<file path="config.mk">
export PLATFORM = sky130hd
export DESIGN_NAME = pmon_i2c_target
export DESIGN_NICKNAME = d
export VERILOG_FILES = /design/src/rtl/pmon_i2c_pkg.sv /design/src/rtl/pmon_i2c_sync.sv /design/src/rtl/pmon_i2c_pack.sv /design/src/rtl/pmon_i2c_target.sv
export SDC_FILE = /design/constraint.sdc
export NUM_CORES = 1
export LEC_CHECK = 0
export CORE_ASPECT_RATIO = 1.2
export CORE_MARGIN = 4
export CORE_UTILIZATION = 50
export DETAILED_ROUTE_END_ITERATION = 8
export GPL_TIMING_DRIVEN = 0
export PLACE_DENSITY_LB_ADDON = 0.1
export SYNTH_ARGS = -nofsm -noshare
export SYNTH_HDL_FRONTEND = slang
export SYNTH_SLANG_ARGS = --single-unit
</file>
<file path="constraint.sdc">
create_clock -name clk -period 2.5 [get_ports clk]
set_input_delay 0.625 -clock clk [delete_from_list [all_inputs] [get_ports clk]]
set_output_delay 0.625 -clock clk [all_outputs]
set_load 0.01 [all_outputs]
</file>
<file path="src/rtl/pmon_i2c_pkg.sv">
package pmon_i2c_pkg;
  localparam int CODE_W = 12;
  localparam int LO_W   = CODE_W - 8;
  // command word bit positions
  localparam int CB_VCONT = 0;
  localparam int CB_VONCE = 1;
  localparam int CB_ICONT = 2;
  localparam int CB_IONCE = 3;
  localparam int CB_STAT  = 6;

  typedef enum logic [2:0] {
    ST_IDLE, ST_ADDR, ST_AACK, ST_WR, ST_WACK, ST_RD, ST_RACK
  } tgt_state_e;

  typedef enum logic [1:0] { RM_VOLT, RM_CURR, RM_BOTH, RM_STAT } rd_mode_e;

  function automatic rd_mode_e mode_of(input logic [6:0] c);
    logic v_on, i_on;
    v_on = c[CB_VCONT] | c[CB_VONCE];
    i_on = c[CB_ICONT] | c[CB_IONCE];
    if (c[CB_STAT])     return RM_STAT;
    else if (v_on && i_on) return RM_BOTH;
    else if (i_on)      return RM_CURR;
    else                return RM_VOLT;
  endfunction
endpackage

</file>
<file path="src/rtl/pmon_i2c_sync.sv">
module pmon_i2c_sync #(
  parameter int STAGES = 2
) (
  input  logic clk,
  input  logic rst_n,
  input  logic scl_i,
  input  logic sda_i,
  output logic sda_s,
  output logic scl_rise,
  output logic scl_fall,
  output logic start_p,
  output logic stop_p
);
  localparam int NLINES = 2;
  logic [NLINES-1:0] raw, synced, prev;

  assign raw = {sda_i, scl_i};

  for (genvar g = 0; g < NLINES; g++) begin : g_line
    logic [STAGES-1:0] chain;
    always_ff @(posedge clk or negedge rst_n) begin
      if (!rst_n) begin
        chain   <= '1;
        prev[g] <= 1'b1;
      end else begin
        chain   <= {chain[STAGES-2:0], raw[g]};
        prev[g] <= chain[STAGES-1];
      end
    end
    assign synced[g] = chain[STAGES-1];
  end

  logic scl_s, scl_d, sda_d;
  assign scl_s = synced[0];
  assign sda_s = synced[1];
  assign scl_d = prev[0];
  assign sda_d = prev[1];

  assign scl_rise = scl_s & ~scl_d;
  assign scl_fall = ~scl_s & scl_d;
  assign start_p  = scl_s & scl_d & sda_d & ~sda_s;
  assign stop_p   = scl_s & scl_d & ~sda_d & sda_s;
endmodule

</file>
<file path="src/rtl/pmon_i2c_pack.sv">
module pmon_i2c_pack
  import pmon_i2c_pkg::*;
(
  input  rd_mode_e          mode,
  input  logic [CODE_W-1:0] volt,
  input  logic [CODE_W-1:0] curr,
  input  logic [7:0]        stat,
  input  logic [1:0]        idx,
  output logic [7:0]        byte_o
);
  logic [7:0] v_hi, c_hi, v_lo, c_lo, mix;
  assign v_hi = volt[CODE_W-1:LO_W];
  assign c_hi = curr[CODE_W-1:LO_W];
  assign v_lo = {volt[LO_W-1:0], {(8-LO_W){1'b0}}};
  assign c_lo = {curr[LO_W-1:0], {(8-LO_W){1'b0}}};
  assign mix  = {volt[LO_W-1:0], curr[LO_W-1:0]};

  always_comb begin
    byte_o = 8'hFF;
    unique case (mode)
      RM_BOTH: case (idx)
                 2'd0: byte_o = v_hi;
                 2'd1: byte_o = c_hi;
                 2'd2: byte_o = mix;
                 default: byte_o = 8'hFF;
               endcase
      RM_VOLT: if (idx == 2'd0) byte_o = v_hi; else if (idx == 2'd1) byte_o = v_lo;
      RM_CURR: if (idx == 2'd0) byte_o = c_hi; else if (idx == 2'd1) byte_o = c_lo;
      RM_STAT: if (idx == 2'd0) byte_o = stat;
      default: byte_o = 8'hFF;
    endcase
  end
endmodule

</file>
<file path="src/rtl/pmon_i2c_target.sv">
module pmon_i2c_target
  import pmon_i2c_pkg::*;
#(
  parameter logic [4:0] ADDR_PREFIX  = 5'b11010,
  parameter int         SYNC_STAGES  = 2,
  parameter logic [7:0] ALERT_EN_RST = 8'h04,
  parameter logic [7:0] THRESH_RST   = 8'hFF,
  parameter logic [7:0] CTRL_RST     = 8'h00
) (
  input  logic              clk,
  input  logic              rst_n,
  input  logic              scl_i,
  input  logic              sda_i,
  output logic              sda_oe,
  input  logic [1:0]        addr_strap,
  input  logic [CODE_W-1:0] volt_code,
  input  logic [CODE_W-1:0] curr_code,
  input  logic [7:0]        status_in,
  input  logic              oneshot_busy,
  output logic [6:0]        cmd_q,
  output logic              cmd_valid,
  output logic [7:0]        alert_en_q,
  output logic [7:0]        thresh_q,
  output logic [7:0]        ctrl_q
);
  localparam logic [3:0] BYTE_BITS = 4'd8;

  logic sda_s, scl_rise, scl_fall, start_p, stop_p;

  pmon_i2c_sync #(.STAGES(SYNC_STAGES)) i_sync (
    .clk(clk), .rst_n(rst_n), .scl_i(scl_i), .sda_i(sda_i),
    .sda_s(sda_s), .scl_rise(scl_rise), .scl_fall(scl_fall),
    .start_p(start_p), .stop_p(stop_p)
  );

  tgt_state_e        state;
  logic [3:0]        bitcnt;
  logic [7:0]        sreg, tx;
  logic              is_rd;
  logic [1:0]        wr_idx, ext_sel, rd_idx;
  logic [CODE_W-1:0] snap_v, snap_c;
  logic [7:0]        snap_s, pk_byte;
  rd_mode_e          snap_m;

  pmon_i2c_pack i_pack (
    .mode(snap_m), .volt(snap_v), .curr(snap_c), .stat(snap_s),
    .idx(rd_idx), .byte_o(pk_byte)
  );

  logic addr_hit, take_bit, full;
  assign addr_hit = (sreg[7:1] == {ADDR_PREFIX, addr_strap}) && !(sreg[0] && oneshot_busy);
  assign take_bit = scl_rise && (bitcnt < BYTE_BITS);
  assign full     = (bitcnt == BYTE_BITS);

  always_ff @(posedge clk or negedge rst_n) begin
    if (!rst_n) begin
      state <= ST_IDLE;  bitcnt <= '0;  sreg <= '0;  tx <= '1;
      is_rd <= 1'b0;  wr_idx <= '0;  ext_sel <= '0;  rd_idx <= '0;
      sda_oe <= 1'b0;  cmd_q <= '0;  cmd_valid <= 1'b0;
      alert_en_q <= ALERT_EN_RST;  thresh_q <= THRESH_RST;  ctrl_q <= CTRL_RST;
      snap_v <= '0;  snap_c <= '0;  snap_s <= '0;  snap_m <= RM_VOLT;
    end else begin
      cmd_valid <= 1'b0;
      if (stop_p) begin
        state  <= ST_IDLE;
        sda_oe <= 1'b0;
      end else if (start_p) begin
        state  <= ST_ADDR;
        bitcnt <= '0;
        sda_oe <= 1'b0;
      end else begin
        unique case (state)
          ST_ADDR: begin
            if (take_bit) begin
              sreg   <= {sreg[6:0], sda_s};
              bitcnt <= bitcnt + 4'd1;
            end
            if (scl_fall && full) begin
              if (addr_hit) begin
                sda_oe <= 1'b1;
                state  <= ST_AACK;
                is_rd  <= sreg[0];
                rd_idx <= '0;
                if (sreg[0]) begin
                  snap_v <= volt_code;
                  snap_c <= curr_code;
                  snap_s <= status_in;
                  snap_m <= mode_of(cmd_q);
                end
              end else begin
                state <= ST_IDLE;
              end
            end
          end
          ST_AACK: if (scl_fall) begin
            bitcnt <= '0;
            if (is_rd) begin
              sda_oe <= ~pk_byte[7];
              tx     <= {pk_byte[6:0], 1'b1};
              state  <= ST_RD;
            end else begin
              sda_oe <= 1'b0;
              wr_idx <= '0;
              state  <= ST_WR;
            end
          end
          ST_WR: begin
            if (take_bit) begin
              sreg   <= {sreg[6:0], sda_s};
              bitcnt <= bitcnt + 4'd1;
            end
            if (scl_fall && full) begin
              sda_oe <= 1'b1;
              state  <= ST_WACK;
              if (wr_idx != 2'd3) wr_idx <= wr_idx + 2'd1;
              if (wr_idx == 2'd0) begin
                if (!sreg[7]) begin
                  cmd_q     <= sreg[6:0];
                  cmd_valid <= 1'b1;
                  ext_sel   <= '0;
                end else begin
                  ext_sel <= sreg[1:0];
                end
              end else if (wr_idx == 2'd1) begin
                case (ext_sel)
                  2'd1: alert_en_q <= sreg;
                  2'd2: thresh_q   <= sreg;
                  2'd3: ctrl_q     <= sreg;
                  default: ;
                endcase
              end
            end
          end
          ST_WACK: if (scl_fall) begin
            sda_oe <= 1'b0;
            bitcnt <= '0;
            state  <= ST_WR;
          end
          ST_RD: begin
            if (take_bit) bitcnt <= bitcnt + 4'd1;
            if (scl_fall) begin
              if (full) begin
                sda_oe <= 1'b0;
                state  <= ST_RACK;
              end else begin
                sda_oe <= ~tx[7];
                tx     <= {tx[6:0], 1'b1};
              end
            end
          end
          ST_RACK: begin
            if (scl_rise) begin
              if (sda_s) state <= ST_IDLE;
              else if (rd_idx != 2'd3) rd_idx <= rd_idx + 2'd1;
            end else if (scl_fall) begin
              bitcnt <= '0;
              sda_oe <= ~pk_byte[7];
              tx     <= {pk_byte[6:0], 1'b1};
              state  <= ST_RD;
            end
          end
          default: ;
        endcase
      end
    end
  end
endmodule

</file>
==> results.cfg, run 1 <==
[run_status]
status = finished clean

[placement]
pre_cts_slack_ps = -326.2
dp_cells = 620
io_buffers = 71
hpwl_um = 8545
gp_congestion = 0.8504

[worst_setup_path]
reg2reg_depth = 8
path_class = register to register
r2r_setup_slack_ps = 180
endpoint = sda_oe
critical_path_required_ps = 2730
arrival_ps = 2550
startpoint_type = register
cp-end-kind = register
r2r-start = rd_idx[1]
r2r-end = sda_oe
cp_max_fo = 10
worstSetupStartpoint = rd_idx[1]

[floorplan]
io_pins = 72
num_rows = 39
initial_core_util_pct = 51.84
coreArea_um2 = 9613
die_x_um = 99.14
die_h_um = 117.4
die_area_um2 = 11640

[clock_tree]
numCtsBuffers = 9
cts-hold-fix-buffers = 0
htree_levels = 3
clkSlewWorstSetupHoldPaths_ps = 80
cts_buffer_depth = 2
clock_latency_ps = 350
cts_tree = done
numClockSinks = 102
cts_root_buf = clkbuf_16

[cells_and_area]
drive_above_1_share_pct = 25.93
stdcell_count = 636
diodes = 0
final_util_pct = 64.41
nets = 556
syn_to_final_growth_pct = 24.25

[grt]
grt_max_degree = 64
grtUsageTotal_pct = 20.80
grt_antenna_before_repair = 0
grt_overflow = 0
grt_pass1_wl_um = 19310
grt_pass1_vias = 3803

[timing]
setup-tns-final_ps = 0
min_period_ps = 2323
setup-violations-final = 0
fmax_mhz = 430.4
worst_slew_pin_slew_ps = 532.3
timing.hold.ws_ps = 252.0
slew_violations = 0
worst_slew_margin_rel_pct = 64.52
fin_ws_ps = 176.6
skew_ps = 11.37
final_hold_viol_count = 0
period_share_pct = 92.94
rsz0062_at_grt = no

[routing]
drc = 0
routed_via_density = 5.642
drtAntennaViolNets = 0
first_pass_iters = 4
wl_um = 11570
via_count = 3588
drtIter0Drc = 127
drt-wirelength-per-cell_um = 18.19

[logic_synthesis]
synth_common_cells = dfrtp_1, mux2_2, nand2_1, o21ai_0, dfstp_2
yosys.area.top_type_share_pct = 40.17
synth_area_leaders = dfrtp_1, mux2_2, dfstp_2, nand2_1, o21ai_0
synthArstFlopShare_pct = 100.0
synth_top_cell_by_area = dfrtp_1
synth_edf_count = 0
yosysSeqAreaShare_pct = 51.77
syn_avg_cell_area_um2 = 11.73
synth_area_um2 = 4984
synth_seq_cells = 102
synth_ff_type = dfrtp_1
yosysWarningCount = 0
netlist_instances = 425
synth_fp_nets = 473
ys_types = 54
yosys.cell_count.top_type = dfrtp_1

[worst_hold_path]
hp-class = primary input to async pin

[power_and_ir_drop]
leakagePower_uw = 0.002746
ir_drop_mv = 0.3639
power.density_nw_per_um2 = 708.3

[flow_run]
maxCapViolCount = 0
cells by family (layout without fill, tap and decap cells):
| kind of cell | Yosys count | count (layout) | synth area share [%] |
|---|---|---|---|
| AOI/OAI and AO/OA | 88 | 88 | 11.45 |
| xor gates and xnor gates | 3 | 3 | 0.5273 |
| adders and majority gates | 9 | 9 | 2.260 |
| buffers and inverters | 41 | 129 | 3.665 |
| DFF | 102 | 102 | 51.77 |
| muxes | 82 | 82 | 19.08 |
| and+or+nand+nor | 100 | 100 | 11.25 |
final cells by class:
cell class | count | area (um2)
Clock buffer | 9 | 225.2
Multi-Input combinational cell | 282 | 2228
Buffer | 25 | 122.6
Fill cell | 759 | 3421
Tap cell | 123 | 153.9
Clock inverter | 7 | 86.33
Inverter | 16 | 60.06
Sequential cell | 102 | 2580
Timing Repair Buffer | 72 | 735.7
routing by layer:
layer / global-route usage [%] / share of wire [%]
met2: 34.92 / 51
met1: 26.70 / 44
met5: 0 / 0
met4: 6.234 / 1.3
met3: 4.691 / 4.3
sequential cells by signal, indices dropped and copies added (netlist names), 3 cells and up:
name	flops
ctrl_q	8
state	3
thresh_q	8
snap_c	12
snap_v	12
sreg	8
i_sync.g_line.chain	4
cmd_q	7
tx	7
bitcnt	4
alert_en_q	8
snap_s	8
power breakdown:
group          total [uW]  internal [uW]  switching (uW)
logic                 994            409             586
registers            1980           1830             143
clock network        1420            719             696
total                4390           2960            1420
cell usage in the layout, fill, tap and decap left out, drive strengths merged, types with 4 or more instances in the layout:
cell type      netlist  layout
nand2b              10      10
inv                 16      20
buf                  7       9
mux2                74      74
o21ai               26      26
nand3b               6       6
nand3                5       5
a211oi               5       5
o22ai                9       9
a22o                 4       4
clkbuf              18      27
dfrtp               80      80
nand2               35      35
ha                   9       9
a21oi               13      13
a221oi               4       4
o31ai                5       5
clkdlybuf4s50        0      70
a31oi                6       6
nor2                15      15
dfstp               22      22
mux2i                5       5
nor2b                7       7
worst min path at each step:
stage                                      endpoint  slack [ps]  cells after the start
after floorplan                       alert_en_q[0]         330                      0
after global placement    i_sync.g_line[1].chain[1]         350                      0
after detailed placement  i_sync.g_line[0].chain[1]         350                      0
after CTS                                 wr_idx[1]         270                      1
after global routing                      wr_idx[1]         280                      1
final                                     wr_idx[1]         250                      1
worst max-delay path, cell delays in order (launching register included):
cell and delay [ps]:
dfrtp_1 410, inv_1 100, ha_1 320, clkbuf_1 410
a22oi_1 130, a41oi_1 230, o21ai_0 140, a22o_1 210
mux2_2 260
per-stage QoR:
stage	power [uW]	area [um2]
after floorplan	2643	4984
after global placement	2973	5848
after detailed placement	3000	5873
after CTS	4422	6185
after global routing	4638	6192
final	4386	6192
what timing repair did:
action,4_1_cts,5_1_grt
gates resized for setup,0,2
buffers inserted,0,0
endpoints found under the setup margin,0,28
No activity file was read; power rests on OpenSTA's default activity.
==> inputs of run 2 (changes only) <==
- ABC_AREA: default -> 1
==> results.cfg, run 2 <==
[clock_tree]
cts_root_buf = clkbuf_16
clkSlewWorstSetupHoldPaths_ps = 80
numCtsBuffers = 9
cts_tree = done
numClockSinks = 102
htree_levels = 3
cts_resized = 0
cts_buffer_depth = 2
post_cts_buffers = 0
cts-hold-fix-buffers = 0
clock_latency_ps = 340

[timing]
fmax_mhz = 483.9
skew_ps = 8.113
period_share_pct = 82.67
rsz0062_at_grt = no
min_period_ps = 2067
setup-violations-final = 0
final_hold_viol_count = 0
worst_slew_pin_slew_ps = 549.8
setup-tns-final_ps = 0
worst_slew_margin_rel_pct = 63.35
slew_violations = 0

[routing]
drtIter0Drc = 176
drt-wirelength-per-cell_um = 15.51
drtAntennaViolNets = 0
via_count = 4546
first_pass_iters = 6
routed_via_density = 5.249
wl_um = 13430
drc = 0

[cells_and_area]
final_cell_mix = nand2_1, dfrtp_1, nand3_1
final_common_cell = nand2_1
reg_top3 = snap_c (12), snap_v (12)
drive_above_1_share_pct = 16.08
finalInstanceArea_um2 = 6525
nFillCells = 914
diodes = 0
syn_to_final_growth_pct = 22.85
nets = 783

[worst_setup_path]
crit_family = flip-flops
path_cells = clkdlybuf4s50_1
cp_slowest_cell = dfstp_2
arrival_ps = 1440
critical_path_required_ps = 1880
slowest_delay_ps = 550
crit_buf_inv = 1
cp_max_fo = 2
path_class = register to output port
cp-end-kind = output port
startpoint_type = register

[worst_hold_path]
hp-class = primary input to async pin

[floorplan]
die_x_um = 102.1
num_rows = 40
initial_core_util_pct = 52.02
die_h_um = 120.9
io_pins = 72
coreArea_um2 = 10210
die_area_um2 = 12340

[grt]
grt_overflow = 0
grt_max_degree = 74
grt_pass1_vias = 4693
grt_antenna_before_repair = 0
grtUsageTotal_pct = 23.19
grt_pass1_wl_um = 22750

[logic_synthesis]
netlist_instances = 652
synthArstFlopShare_pct = 100.0
synth_fp_nets = 700
synth_area_um2 = 5311
ys_types = 36
yosysWarningCount = 0
synth_area_leaders = dfrtp_1, nand2_1, dfstp_2, nand3_1, nor2_1
synth_common_cells = nand2_1, dfrtp_1, nand3_1, nor2_1, inv_1
synth_seq_cells = 102
yosys.area.top_type_share_pct = 37.69
synth_ff_type = dfrtp_1
yosys.cell_count.top_type = nand2_1
syn_avg_cell_area_um2 = 8.146
synth_edf_count = 0
synth_top_cell_by_area = dfrtp_1
yosysSeqAreaShare_pct = 48.57

[flow_run]
maxCapViolCount = 0

[placement]
postPlaceCellArea_um2 = 6205
gp_congestion = 0.9289
hpwl_um = 9965
io_buffers = 71

[power_and_ir_drop]
ir_drop_mv = 0.3951
pwr-share-clk_pct = 36.2
swShare_pct = 32.75
leakagePower_uw = 0.003129
pwr-share-seq_pct = 43.8
power.density_nw_per_um2 = 630.3
p_switching_uw = 1347
p_int_uw = 2766
pwr-share-comb_pct = 20.0

[run_status]
status = finished clean
-- run 2: cell types whose count changed in the layout (fill, tap and decap cells not counted), sizes merged, moves of 27 or more --
cell   previous run  this run
nand2            35       237
mux2             74         0
nand3             5        73
nor2             15        59
o21ai            26        59
inv              20        47
-- run 2: final timing paths --
| kind | startpoint | endpoint | slack (ps) | cells after the start |
|---|---|---|---|---|
| worst min register to register | i_sync.g_line[1].chain[0] | i_sync.g_line[1].chain[1] | 360 | 0 |
| worst min-delay path | rst_n | snap_v[1] | 200 | 1 |
| worst max register to register | bitcnt[0] | snap_v[7] | 590 | 12 |
| worst max-delay path | thresh_q[7] | thresh_q[7] | 430 | 1 |
| min in group clk | i_sync.g_line[1].chain[0] | i_sync.g_line[1].chain[1] | 360 | 0 |
| max in group asynchronous | rst_n | alert_en_q[2] | 1560 | 2 |
-- run 2: power groups by stage --
stage / sequential [uW] / clock (uW) / combinational (uW)
after floorplan: 1820 / 0 / 542
after global placement: 1830 / 0 / 810
after detailed placement: 1830 / 0 / 831
after CTS: 1800 / 1520 / 833
after global routing: 1810 / 1590 / 933
final: 1800 / 1490 / 821
-- run 2: cell type report --
type	count	area [um2]	share of cell area, %
buffer	26	175.2	2.685
clock buffer	10	250.2	3.835
clock inverter	6	70.07	1.074
inverter	43	161.4	2.474
multi-input combinational	481	2395	36.70
sequential	102	2580	39.54
tap	126	157.7	2.416
timing repair buffer	72	735.7	11.28
-- run 2: cell families (layout without fill, tap and decap cells) --
group           after synthesis  after routing  synth area share (%)
buf+inv                      69            157                 6.337
xor+xnor                      1              1                0.1649
flops                       102            102                 48.57
simple gates                390            390                 33.64
compound gates               81             81                 9.164
fa+ha+maj                     9              9                 2.120
-- run 2: per-layer routing --
layer  track usage [%]  wire (um)
met1             27.97       5564
met4             8.368        364
met2             40.53       6857
met3             4.600        640
met5                 0          0
-- run 2: per-stage QoR --
step	util, %	setup slack (ps)	hold slack [ps]	power (uW)	instances
floorplan	-	909.7	329.4	2363	652
global placement	60.53	-2931	346.9	2639	849
detailed placement	60.77	128.3	350.7	2662	850
CTS	63.91	421.4	210.8	4153	866
global route	63.91	296.5	222.3	4331	866
finish	63.91	433.3	204.1	4113	866
==> inputs of run 3 (changes only) <==
- clock period: 2.5 -> 2 ns (I/O delays scaled with it)
==> results.cfg, run 3 (synthesized netlist as in run 2, its figures left out) <==
[timing]
worst_slew_pin_slew_ps = 581.3
final_hold_viol_count = 0
setup-violations-final = 0
skew_ps = 7.673
worst_slew_margin_rel_pct = 61.25
min_period_ps = 1942
period_share_pct = 97.12
rsz0062_at_grt = no
fmax_mhz = 514.8
slew_violations = 0

[cells_and_area]
final_util_pct = 64.20
final_common_cell = nand2_1
nFillCells = 910
final_cell_mix = nand2_1, dfrtp_1, nand3_1
drive_above_1_share_pct = 16.44
nets = 785
reg_top3 = snap_c (12), snap_v (12)
stdcell_count = 868
finalInstanceArea_um2 = 6555
diodes = 0
syn_to_final_growth_pct = 23.42

[clock_tree]
cts_root_buf = clkbuf_16
clkSlewWorstSetupHoldPaths_ps = 80
clock_latency_ps = 350
cts_tree = done
cts_buffer_depth = 2
numCtsBuffers = 9
htree_levels = 3
cts-hold-fix-buffers = 0
numClockSinks = 102

[placement]
gp_congestion = 0.9289
dp_cells = 850
io_buffers = 71
postPlaceCellArea_um2 = 6205
hpwl_um = 9965

[run_status]
status = finished clean

[worst_setup_path]
crit_family = buffers and inverters
critical_path_required_ps = 1500
arrival_ps = 1440
cp_max_fo = 2
cp_slowest_cell = clkdlybuf4s50_1
cp-end-kind = output port
path_cells = clkdlybuf4s50_1
startpoint_type = register
crit_buf_inv = 1
slowest_delay_ps = 550
path_class = register to output port

[power_and_ir_drop]
power.density_nw_per_um2 = 784.6
pwr-share-comb_pct = 20.1
pwr-share-seq_pct = 43.8
swShare_pct = 32.76
p_int_uw = 3458
leakagePower_uw = 0.003153
pwr-share-clk_pct = 36.1
ir_drop_mv = 0.4939
p_switching_uw = 1685

[routing]
wl_met2_um = 6885
wl_um = 13450
drc = 0
wl_met3_um = 660
wirelength_met1_um = 5553
top_layer_used = met4
drtIter0Drc = 209
first_pass_iters = 7
drtAntennaViolNets = 0
routed_via_density = 5.248
via_count = 4555
drt-wirelength-per-cell_um = 15.50

[worst_hold_path]
hp-class = primary input to async pin

[floorplan]
io_pins = 72
num_rows = 40
die_h_um = 120.9
coreArea_um2 = 10210
die_area_um2 = 12340
die_x_um = 102.1
initial_core_util_pct = 52.02

[grt]
grt_pass1_vias = 4693
grt_overflow = 0
grtUsageTotal_pct = 23.19
grt_antenna_before_repair = 0
grt_pass1_wl_um = 22750
grt_max_degree = 74

[flow_run]
maxCapViolCount = 0
==> run 3: final timing paths <==
check / to / slack [ps] / cells past startpoint / start
worst max-delay path: thresh_q[7] / 60 / 1 / thresh_q[7]
worst min-delay path: snap_v[1] / 80 / 1 / rst_n
worst max register to register: sda_oe / 150 / 11 / rd_idx[0]
worst min register to register: i_sync.g_line[1].chain[1] / 360 / 0 / i_sync.g_line[1].chain[0]
max in group asynchronous: alert_en_q[2] / 1200 / 2 / rst_n
min in group clk: i_sync.g_line[1].chain[1] / 360 / 0 / i_sync.g_line[1].chain[0]
==> run 3: worst reg2reg max path: stages (launching register included) <==
cell and delay (ps):
dfrtp_1 400, inv_1 90, ha_1 190, clkbuf_4 170, inv_1 110, buf_2 220
nand3b_1 100, a21oi_1 190, nand4_1 120, nand2_1 90, nand2_1 50, nand2_1 50
==> run 3: power by group through the flow <==
stage	sequential, uW	combinational (uW)	clock, uW
after floorplan	2280	678	0
after global placement	2290	1010	0
after detailed placement	2290	1040	0
after CTS	2250	1040	1900
after global routing	2270	1170	1980
final	2250	1030	1860
==> run 3: metal layers <==
metal  up-vias  global-route usage, %
li1       2279                      -
met1      2128                  27.97
met2       122                  40.53
met3        26                  4.600
met4         0                  8.368
met5         -                      0
==> run 3: area by class of cell <==
cell class | count | area, um2 | share of cell area (%)
inverter | 43 | 161.4 | 2.462
sequential | 102 | 2580 | 39.36
multi-input combinational | 481 | 2407 | 36.72
tap | 126 | 157.7 | 2.405
buffer | 26 | 177.7 | 2.710
clock buffer | 10 | 250.2 | 3.818
clock inverter | 6 | 70.07 | 1.069
timing repair buffer | 74 | 750.7 | 11.45
==> run 3: stage by stage <==
stage               power, uW  setup WS [ps]  hold slack (ps)  setup TNS, ps
floorplan                2954          410.0            204.4              0
global placement         3298          -3306            346.9        -315810
detailed placement       3327         -246.7            350.7          -7146
CTS                      5191          46.38            85.79              0
global route             5418          11.66            97.34              0
finish                   5143          57.67            77.15              0
==> run 3: timing repair <==
action,in CTS,in global routing
setup buffers,0,2
setup endpoints to repair,0,32
gates resized for setup,0,4
